### config.mk
export PLATFORM = sky130hd
export DESIGN_NAME = psram_init_seq
export DESIGN_NICKNAME = d
export VERILOG_FILES = /design/src/rtl/psram_init_pkg.sv /design/src/rtl/psram_pwrup_timer.sv /design/src/rtl/psram_creg_wr.sv /design/src/rtl/psram_init_seq.sv
export SDC_FILE = /design/constraint.sdc
export NUM_CORES = 1
export LEC_CHECK = 0
export BUFFER_PORTS_ARGS = -buffer_cell sky130_fd_sc_hd__clkbuf_2
export CAP_MARGIN = 10
export CORE_MARGIN = 2
export CORE_UTILIZATION = 52
export CTS_BUF_LIST = sky130_fd_sc_hd__clkbuf_16
export CTS_CLUSTER_DIAMETER = 200
export DETAILED_ROUTE_END_ITERATION = 8
export GPL_ROUTABILITY_DRIVEN = 0
export PLACE_DENSITY_LB_ADDON = 0.15
export SYNTH_ARGS = -nofsm -noshare
export SYNTH_HDL_FRONTEND = slang
export SYNTH_SLANG_ARGS = --single-unit
### constraint.sdc
create_clock -name clk_i -period 2.6 [get_ports clk_i]
set_input_delay 0.13 -clock clk_i [delete_from_list [all_inputs] [get_ports clk_i]]
set_output_delay 0.13 -clock clk_i [all_outputs]
set_load 0.01 [all_outputs]
### src/rtl/psram_init_pkg.sv
package psram_init_pkg;
  typedef enum logic [2:0] {ST_PWRUP, ST_RCR, ST_BCR, ST_READY, ST_DPD} seq_st_e;
  typedef enum logic [2:0] {PH_IDLE, PH_CE_ON, PH_SETUP, PH_PULSE, PH_HOLD, PH_CRE_OFF, PH_GAP} wr_ph_e;
  localparam int unsigned BCR_BURST_BIT   = 15;
  localparam int unsigned BCR_WAITPOL_BIT = 10;
  localparam int unsigned BCR_EDGE_BIT    = 6;
  localparam int unsigned RCR_PAGE_BIT    = 7;
endpackage

### src/rtl/psram_pwrup_timer.sv
module psram_pwrup_timer #(
  parameter int unsigned CYCLES = 15000
) (
  input  logic clk_i,
  input  logic rst_ni,
  input  logic load_i,
  output logic done_o
);
  localparam int unsigned CW = $clog2(CYCLES + 1);
  logic [CW-1:0] cnt_q;

  always_ff @(posedge clk_i or negedge rst_ni) begin
    if (!rst_ni)              cnt_q <= CW'(CYCLES);
    else if (load_i)          cnt_q <= CW'(CYCLES);
    else if (cnt_q != '0)     cnt_q <= cnt_q - 1'b1;
  end

  assign done_o = (cnt_q == '0) && !load_i;
endmodule

### src/rtl/psram_creg_wr.sv
module psram_creg_wr
  import psram_init_pkg::*;
#(
  parameter int unsigned ADDR_W    = 21,
  parameter int unsigned SETUP_CYC = 2,
  parameter int unsigned PULSE_CYC = 3,
  parameter int unsigned HOLD_CYC  = 2
) (
  input  logic              clk_i,
  input  logic              rst_ni,
  input  logic              go_i,
  input  logic [ADDR_W-1:0] val_i,
  output logic              ce_n_o,
  output logic              we_n_o,
  output logic              cre_o,
  output logic              adv_n_o,
  output logic [ADDR_W-1:0] addr_o,
  output logic              done_o
);
  localparam int unsigned MAX_A = (SETUP_CYC > PULSE_CYC) ? SETUP_CYC : PULSE_CYC;
  localparam int unsigned MAX_L = (MAX_A > HOLD_CYC) ? MAX_A : HOLD_CYC;
  localparam int unsigned CW    = $clog2(MAX_L + 1);

  wr_ph_e            ph_q;
  logic [CW-1:0]     cnt_q;
  logic [ADDR_W-1:0] addr_q;

  always_ff @(posedge clk_i or negedge rst_ni) begin
    if (!rst_ni) begin
      ph_q   <= PH_IDLE;
      cnt_q  <= '0;
      addr_q <= '0;
    end else begin
      unique case (ph_q)
        PH_IDLE: if (go_i) begin
          ph_q   <= PH_CE_ON;
          addr_q <= val_i;
        end
        PH_CE_ON: begin
          ph_q  <= PH_SETUP;
          cnt_q <= CW'(SETUP_CYC - 1);
        end
        PH_SETUP: if (cnt_q == '0) begin
          ph_q  <= PH_PULSE;
          cnt_q <= CW'(PULSE_CYC - 1);
        end else cnt_q <= cnt_q - 1'b1;
        PH_PULSE: if (cnt_q == '0) begin
          ph_q  <= PH_HOLD;
          cnt_q <= CW'(HOLD_CYC - 1);
        end else cnt_q <= cnt_q - 1'b1;
        PH_HOLD: if (cnt_q == '0) ph_q <= PH_CRE_OFF;
                 else cnt_q <= cnt_q - 1'b1;
        PH_CRE_OFF: ph_q <= PH_GAP;
        PH_GAP:     ph_q <= PH_IDLE;
        default:    ph_q <= PH_IDLE;
      endcase
    end
  end

  // CRE rises a cycle after CE falls and drops a cycle before CE rises
  always_comb begin
    ce_n_o  = (ph_q == PH_IDLE) || (ph_q == PH_GAP);
    cre_o   = (ph_q == PH_SETUP) || (ph_q == PH_PULSE) || (ph_q == PH_HOLD);
    we_n_o  = (ph_q != PH_PULSE);
    adv_n_o = ce_n_o;
    addr_o  = ce_n_o ? '0 : addr_q;
    done_o  = (ph_q == PH_GAP);
  end
endmodule

### src/rtl/psram_init_seq.sv
module psram_init_seq
  import psram_init_pkg::*;
#(
  parameter int unsigned CLK_MHZ   = 100,
  parameter int unsigned PWRUP_US  = 150,
  parameter int unsigned ADDR_W    = 21,
  parameter int unsigned CFG_W     = 16,
  parameter int unsigned SEL_BIT   = 19,
  parameter int unsigned SETUP_CYC = 2,
  parameter int unsigned PULSE_CYC = 3,
  parameter int unsigned HOLD_CYC  = 2
) (
  input  logic              clk_i,
  input  logic              rst_ni,
  input  logic              start_i,
  input  logic              dpd_req_i,
  input  logic [CFG_W-1:0]  bcr_cfg_i,
  input  logic [CFG_W-1:0]  rcr_cfg_i,
  output logic              ce_n_o,
  output logic              we_n_o,
  output logic              oe_n_o,
  output logic              cre_o,
  output logic              adv_n_o,
  output logic [ADDR_W-1:0] addr_o,
  output logic              clk_o,
  output logic              ready_o,
  output logic              burst_en_o,
  output logic              wait_pol_o,
  output logic              clk_edge_o,
  output logic              page_en_o
);
  localparam int unsigned PWRUP_CYCLES = CLK_MHZ * PWRUP_US;

  seq_st_e           st_q, st_d;
  logic              go_q, go_d, tmr_load, tmr_done, wr_done, wr_ce_n, wr_cre;
  logic [ADDR_W-1:0] rcr_word, bcr_word, wr_val;

  psram_pwrup_timer #(.CYCLES(PWRUP_CYCLES)) u_timer (
    .clk_i, .rst_ni, .load_i(tmr_load), .done_o(tmr_done)
  );

  always_comb begin
    rcr_word = '0;
    rcr_word[CFG_W-1:0] = rcr_cfg_i;
    bcr_word = '0;
    bcr_word[CFG_W-1:0] = bcr_cfg_i;
    bcr_word[SEL_BIT]   = 1'b1;
    wr_val = (st_q == ST_RCR) ? rcr_word : bcr_word;
  end

  psram_creg_wr #(
    .ADDR_W(ADDR_W), .SETUP_CYC(SETUP_CYC), .PULSE_CYC(PULSE_CYC), .HOLD_CYC(HOLD_CYC)
  ) u_wr (
    .clk_i, .rst_ni, .go_i(go_q), .val_i(wr_val),
    .ce_n_o(wr_ce_n), .we_n_o, .cre_o(wr_cre), .adv_n_o, .addr_o, .done_o(wr_done)
  );

  always_comb begin
    st_d     = st_q;
    go_d     = 1'b0;
    tmr_load = 1'b0;
    unique case (st_q)
      ST_PWRUP: if (tmr_done) begin st_d = ST_RCR; go_d = 1'b1; end
      ST_RCR:   if (wr_done)  begin st_d = ST_BCR; go_d = 1'b1; end
      ST_BCR:   if (wr_done)  st_d = ST_READY;
      ST_READY: if (dpd_req_i) st_d = ST_DPD;
                else if (start_i) begin st_d = ST_PWRUP; tmr_load = 1'b1; end
      ST_DPD:   if (!dpd_req_i) begin st_d = ST_PWRUP; tmr_load = 1'b1; end
      default:  st_d = ST_PWRUP;
    endcase
  end

  always_ff @(posedge clk_i or negedge rst_ni) begin
    if (!rst_ni) begin
      st_q       <= ST_PWRUP;
      go_q       <= 1'b0;
      burst_en_o <= 1'b0;
      wait_pol_o <= 1'b0;
      clk_edge_o <= 1'b0;
      page_en_o  <= 1'b0;
    end else begin
      st_q <= st_d;
      go_q <= go_d;
      // capture mode bits in the cycle the write latches its word
      if (go_q && st_q == ST_RCR) page_en_o <= rcr_cfg_i[RCR_PAGE_BIT];
      if (go_q && st_q == ST_BCR) begin
        burst_en_o <= bcr_cfg_i[BCR_BURST_BIT];
        wait_pol_o <= bcr_cfg_i[BCR_WAITPOL_BIT];
        clk_edge_o <= bcr_cfg_i[BCR_EDGE_BIT];
      end
    end
  end

  assign ce_n_o  = wr_ce_n;
  assign cre_o   = wr_cre || (st_q == ST_DPD);
  assign oe_n_o  = 1'b1;
  assign clk_o   = 1'b0;
  assign ready_o = (st_q == ST_READY);
endmodule

==> Word level (Yosys, flattened, before mapping) <==
Index checks and enable logic that the tools add are counted.
W data, S select, Z words.
{ "totals": {"elab_cells": 79, "reg_bits": 48, "inputBits": 36} }
{ "op_classes": {"eq_ne": 21, "reduce_logical": 19, "muxes": 27, "addsub": 2} }
{ "ops": {"columns": ["operator", "n"], "rows": [
  ["$mux W3", 10],
  ["$mux W14", 2],
  ["$mux W21", 1],
  ["$mux W20", 1],
  ["$pmux W3 S6", 1],
  ["$pmux W3 S5", 1],
  ["$logic_not A14 Y1", 1],
  ["$reduce_bool A14 Y1", 1],
  ["$sub A14 B1 Y14 const B", 1],
  ["$eq A3 B2 Y1 const B", 4],
  ["$eq A3 B3 Y1 const B", 4],
  ["$ne A2 B1 Y1 const B", 5],
  ["$ne A2 B2 Y1 const B", 4],
  ["$pmux W2 S4", 1],
  ["$eq A3 B1 Y1 const B", 2],
  ["$logic_not A3 Y1", 2],
  ["$mux W2", 3],
  ["$mux W1", 5],
  ["$reduce_and A5 Y1", 1],
  ["$logic_or A1 B1 Y1", 4],
  ["$pmux W1 S2", 2],
  ["$reduce_and A2 Y1", 2],
  ["$reduce_and A4 Y1", 1],
  ["$reduce_bool A4 Y1", 1],
  ["7 further kinds", 9]
]} }

==> Depth between registers and ports, before layout <==
{ "logic_depth": {"word_depth": 7, "depth_mapped": 7} }

==> Modules after synthesis <==
From an unflattened synthesis, not the netlist that was laid out.
{ "unflattened": {"cells_unflattened": 253, "hier_area_um2": 2945.3} }
{ "by_module_without_submodules": {"columns": ["mod", "seq_area_each_um2", "n_inst", "area_each_um2", "cells_each"], "rows": [
  ["psram_creg_wr", 650.6, 1, 1446.4, 115],
  ["psram_pwrup_timer", 359.1, 1, 813.3, 80],
  ["psram_init_seq", 200.2, 1, 685.7, 58]
]} }

==> Least setup slack after synthesis <==
OpenSTA, ideal clock, no wires.
{ "synth_path": {"kind": "register to register", "from": "reg u_timer.cnt_q[0]", "to": "reg u_timer.cnt_q[5]", "slack_ns": 0.477, "t_arrival_ns": 2.027, "n_path_buf": 1, "period_less_slack_ns": 2.123, "stages_incl_launch_ff": 8, "setup_ns": 0.095, "path_cell_list": "dfrtp_1 inv_1 ha_1 or3b_2 or4b_4 buf_6 a211o_1 o31ai_1"} }
{ "synth_between": {"elab_chain_len": 3} }
{ "synth_rtl": {"columns": ["element", "line", "text"], "rows": [
  ["start: declaration", "psram_pwrup_timer.sv:10", "logic [CW-1:0] cnt_q;"],
  ["start signal: assignment", "psram_pwrup_timer.sv:13", "if (!rst_ni) cnt_q <= CW'(CYCLES);"],
  ["start signal: assignment", "psram_pwrup_timer.sv:14", "else if (load_i) cnt_q <= CW'(CYCLES);"],
  ["start signal: assignment", "psram_pwrup_timer.sv:15", "else if (cnt_q != '0) cnt_q <= cnt_q - 1'b1;"],
  ["$sub A14 B1 Y14", "psram_pwrup_timer.sv:15", null],
  ["$mux W14", "psram_pwrup_timer.sv:15", null],
  ["$mux W14", "psram_pwrup_timer.sv:14", null]
]} }
Parallel ways exist; a longest one is shown, timed or not. The select of a mux whose other input is x is not followed.
A chain may end at the register's enable or synchronous reset.

==> Worst setup path in the final report <==
{ "layout_path": {"from": "reg u_wr.ph_q[2]", "to": "out addr_o[19]"} }
{ "layout_between": {"elab_chain_len": 3} }
{ "layout_rtl": {"columns": ["element", "line", "text"], "rows": [
  ["start: declaration", "psram_creg_wr.sv:24", "wr_ph_e ph_q;"],
  ["start signal: assignment", "psram_creg_wr.sv:30", "ph_q <= PH_IDLE;"],
  ["start signal: assignment", "psram_creg_wr.sv:36", "ph_q <= PH_CE_ON;"],
  ["start signal: assignment", "psram_creg_wr.sv:40", "ph_q <= PH_SETUP;"],
  ["$eq A3 B3 Y1 / $logic_not A3 Y1 (equally long branches)", "psram_creg_wr.sv:62", "ce_n_o = (ph_q == PH_IDLE) || (ph_q == PH_GAP);"],
  ["$logic_or A1 B1 Y1 *", "psram_creg_wr.sv:62", null],
  ["$mux W21 *", "psram_creg_wr.sv:66", "addr_o = ce_n_o ? '0 : addr_q;"],
  ["end: declaration", "psram_init_seq.sv:24", "output logic [ADDR_W-1:0] addr_o,"]
]} }
Mark *: on every way between the ends. The rest lies on a longest branch, timed or not.

==> impl_metrics.json <==
{
  "antenna_found_initial": 0,
  "placed_area_um2": 2810,
  "clkSlewWorstSetupHoldPaths_ns": 0.06,
  "dpl.hpwl_um": 3530,
  "peakVddDrop_uv": 477,
  "wl_per_cell_um": 13.1,
  "drive_gt1_frac": 0.304,
  "leakage_nw": 1.38,
  "ys_ff_latch": 44,
  "synth_area_per_cell_um2": 9.70,
  "outcome": "completed",
  "ant_nets": 0,
  "synth-async-reset-ratio": 1.00,
  "layout_commonest_cell": "clkbuf_2",
  "slew_violations": 0,
  "io_pins": 68,
  "drcViolationCount": 0,
  "grt_max_degree": 35,
  "synth-main-ff-cell": "dfrtp_1",
  "final_util": 0.642,
  "synth.yosys.seq_area_share": 0.445,
  "fin_setup_tns_ns": 0,
  "cp.required_ns": 2.47,
  "cts_inserted_buffers": 5,
  "ys_types": 52,
  "whs_path_depth": 2,
  "die_h_um": 73.2,
  "relSlewSlack": 0.535,
  "dpl_worst_slack_ns": 0.440,
  "track_usage": 0.189,
  "syn-instance-count": 257,
  "clock-skew-final_ns": 0.00613,
  "reg2reg_depth": 6,
  "die-width_um": 73.2,
  "cp-end-kind": "primary output",
  "synth_area_leaders": "dfrtp_1 37%, dfstp_2 7.4%, mux2i_1 6.8%, a21oi_1 5.2%, nor2b_1 4.5%",
  "synth_edf_count": 0,
  "rows": 25,
  "cts_tree": "done",
  "nets": 356,
  "clock_sinks": 44,
  "hp-class": "in -> reg",
  "cts_resized": 0,
  "synth_area_leader_cell": "dfrtp_1",
  "overflow": 0,
  "ys_warn_count": 0,
  "core_area_um2": 4660,
  "dr.first_iter.drc_count": 97,
  "drt_pass1_iterations": 5,
  "antenna_cells": 0,
  "critPathKind": "reg -> out",
  "critical_path_arrival_ns": 2.05,
  "cp-start-kind": "register",
  "fmax_mhz": 459,
  "final_area_um2": 2990,
  "finalSetupViolations": 0,
  "synth.top_cell.area_share": 0.371,
  "final-hold-violation-count": 0,
  "final_cell_mix": "61 x clkbuf_2, 37 x dfrtp_1, 26 x nor2_1, 26 x a21oi_1, 18 x nor2b_1",
  "drv_cap": 0,
  "grt_pass1_vias": 1824,
  "worst_pin_slew_ns": 0.697,
  "dieArea_um2": 5360,
  "floorplan.initialDensity": 0.535,
  "routed_via_density": 5.48,
  "htree_levels": 2,
  "grt_setup_unrepaired": "false",
  "port-buffer-count": 61,
  "setup_ws_ns": 0.420,
  "root_buffer": "clkbuf_16",
  "nFillCells": 403,
  "post-route-min-period_ns": 2.18,
  "vias": 2027,
  "finalCritPeriodShare": 0.838,
  "wirelength_um": 4830,
  "clockBufferDepth": 2,
  "crit_fanout": 19,
  "p_per_area_nw_per_um2": 749,
  "clk_latency_ns": 0.28,
  "syn_to_final_growth_pct": 20.0,
  "grt_pass1_wl_um": 7950,
  "netlist_area_um2": 2490
}
layout make-up:
class                           count  area, um^2  share of cell area
Multi-Input combinational cell    190        1260               0.422
Sequential cell                    44        1110               0.371
Timing Repair Buffer               68         360               0.120
Clock buffer                        5         125              0.0418
Tap cell                           54        67.6              0.0226
Clock inverter                      3        42.5              0.0142
Inverter                            6        22.5             0.00753
sequential cells by signal, indices dropped and copies added, names as in the netlist:
| register | cells |
|---|---|
| page_en_o | 1 |
| clk_edge_o | 1 |
| u_wr.ph_q | 3 |
| wait_pol_o | 1 |
| burst_en_o | 1 |
| u_wr.cnt_q | 2 |
| go_q | 1 |
| u_timer.cnt_q | 14 |
| u_wr.addr_q | 17 |
| st_q | 3 |
path summary, 6_finish.rpt:
kind / from / to / slack, ns
max: u_wr.ph_q[2]$_DFFE_PN0P_ / addr_o[19] / 0.42
min: bcr_cfg_i[15] / burst_en_o$_DFFE_PN0P_ / 0.1
max reg2reg: u_timer.cnt_q[0]$_DFFE_PN0P_ / u_timer.cnt_q[5]$_DFFE_PN0P_ / 0.42
max in group asynchronous: rst_ni / u_timer.cnt_q[4]$_DFFE_PN1P_ / 1.50
min in group asynchronous: rst_ni / u_wr.cnt_q[0]$_DFFE_PN0P_ / 0.43
min reg2reg: wait_pol_o$_DFFE_PN0P_ / wait_pol_o$_DFFE_PN0P_ / 0.51
stage by stage:
stage,power [mW],instances,hold WS (ns)
after floorplan,1.41,261,-0.166
after global placement,1.53,361,0.211
after detailed placement,1.54,361,0.208
after CTS,2.26,370,0.0970
after global routing,2.37,370,0.105
final,2.24,370,0.0981
worst max-delay path, stage by stage (launching register included):
cell and delay [ns]:
dfrtp_1 0.61, nand2b_1 0.23, and3b_1 0.63, nor2b_1 0.14, clkbuf_2 0.16
kinds of logic (layout without fill, tap and decap cells):
group | count (synthesis) | count (layout) | synth area share
other | 2 | 6 | 0.00301
and+or+nand+nor | 100 | 100 | 0.232
buffers and inverters | 27 | 82 | 0.0582
muxes | 21 | 21 | 0.0863
xor gates and xnor gates | 4 | 4 | 0.0141
DFF | 44 | 44 | 0.445
AOI/OAI and AO/OA | 54 | 54 | 0.136
adders and majority gates | 5 | 5 | 0.0251
Yosys cell counts, types with 3 or more instances:
master	number
nor3_1	3
a21oi_1	26
nor4_1	4
clkbuf_1	10
xor2_1	3
nand2b_1	7
a211oi_1	5
nor2b_1	18
inv_1	6
nand3b_1	3
o21ai_0	5
o31ai_1	4
ha_1	5
o21a_1	3
mux2_2	4
mux2i_1	17
nand3_1	5
nand2_1	11
buf_4	7
dfstp_2	7
dfrtp_1	37
or4_1	4
nor2_1	26
metal layers:
layer / wire [um] / GRT usage / share of wire
met1: 2300 / 0.246 / 0.47
met4: 63 / 0.0597 / 0.013
met2: 2180 / 0.306 / 0.45
met3: 293 / 0.0511 / 0.061
met5: 0 / 0 / 0
power breakdown:
group,internal [mW],leakage [nW],switching (mW)
Clock,0.451,0.0798,0.255
Sequential,0.812,0.491,0.157
Combinational,0.282,0.805,0.282
Total,1.55,1.38,0.694
timing repair:
item	in CTS	in global routing
hold endpoints to repair	26	0
setup buffers	0	0
hold buffers	1	0
(Power assumes the default switching activity.)
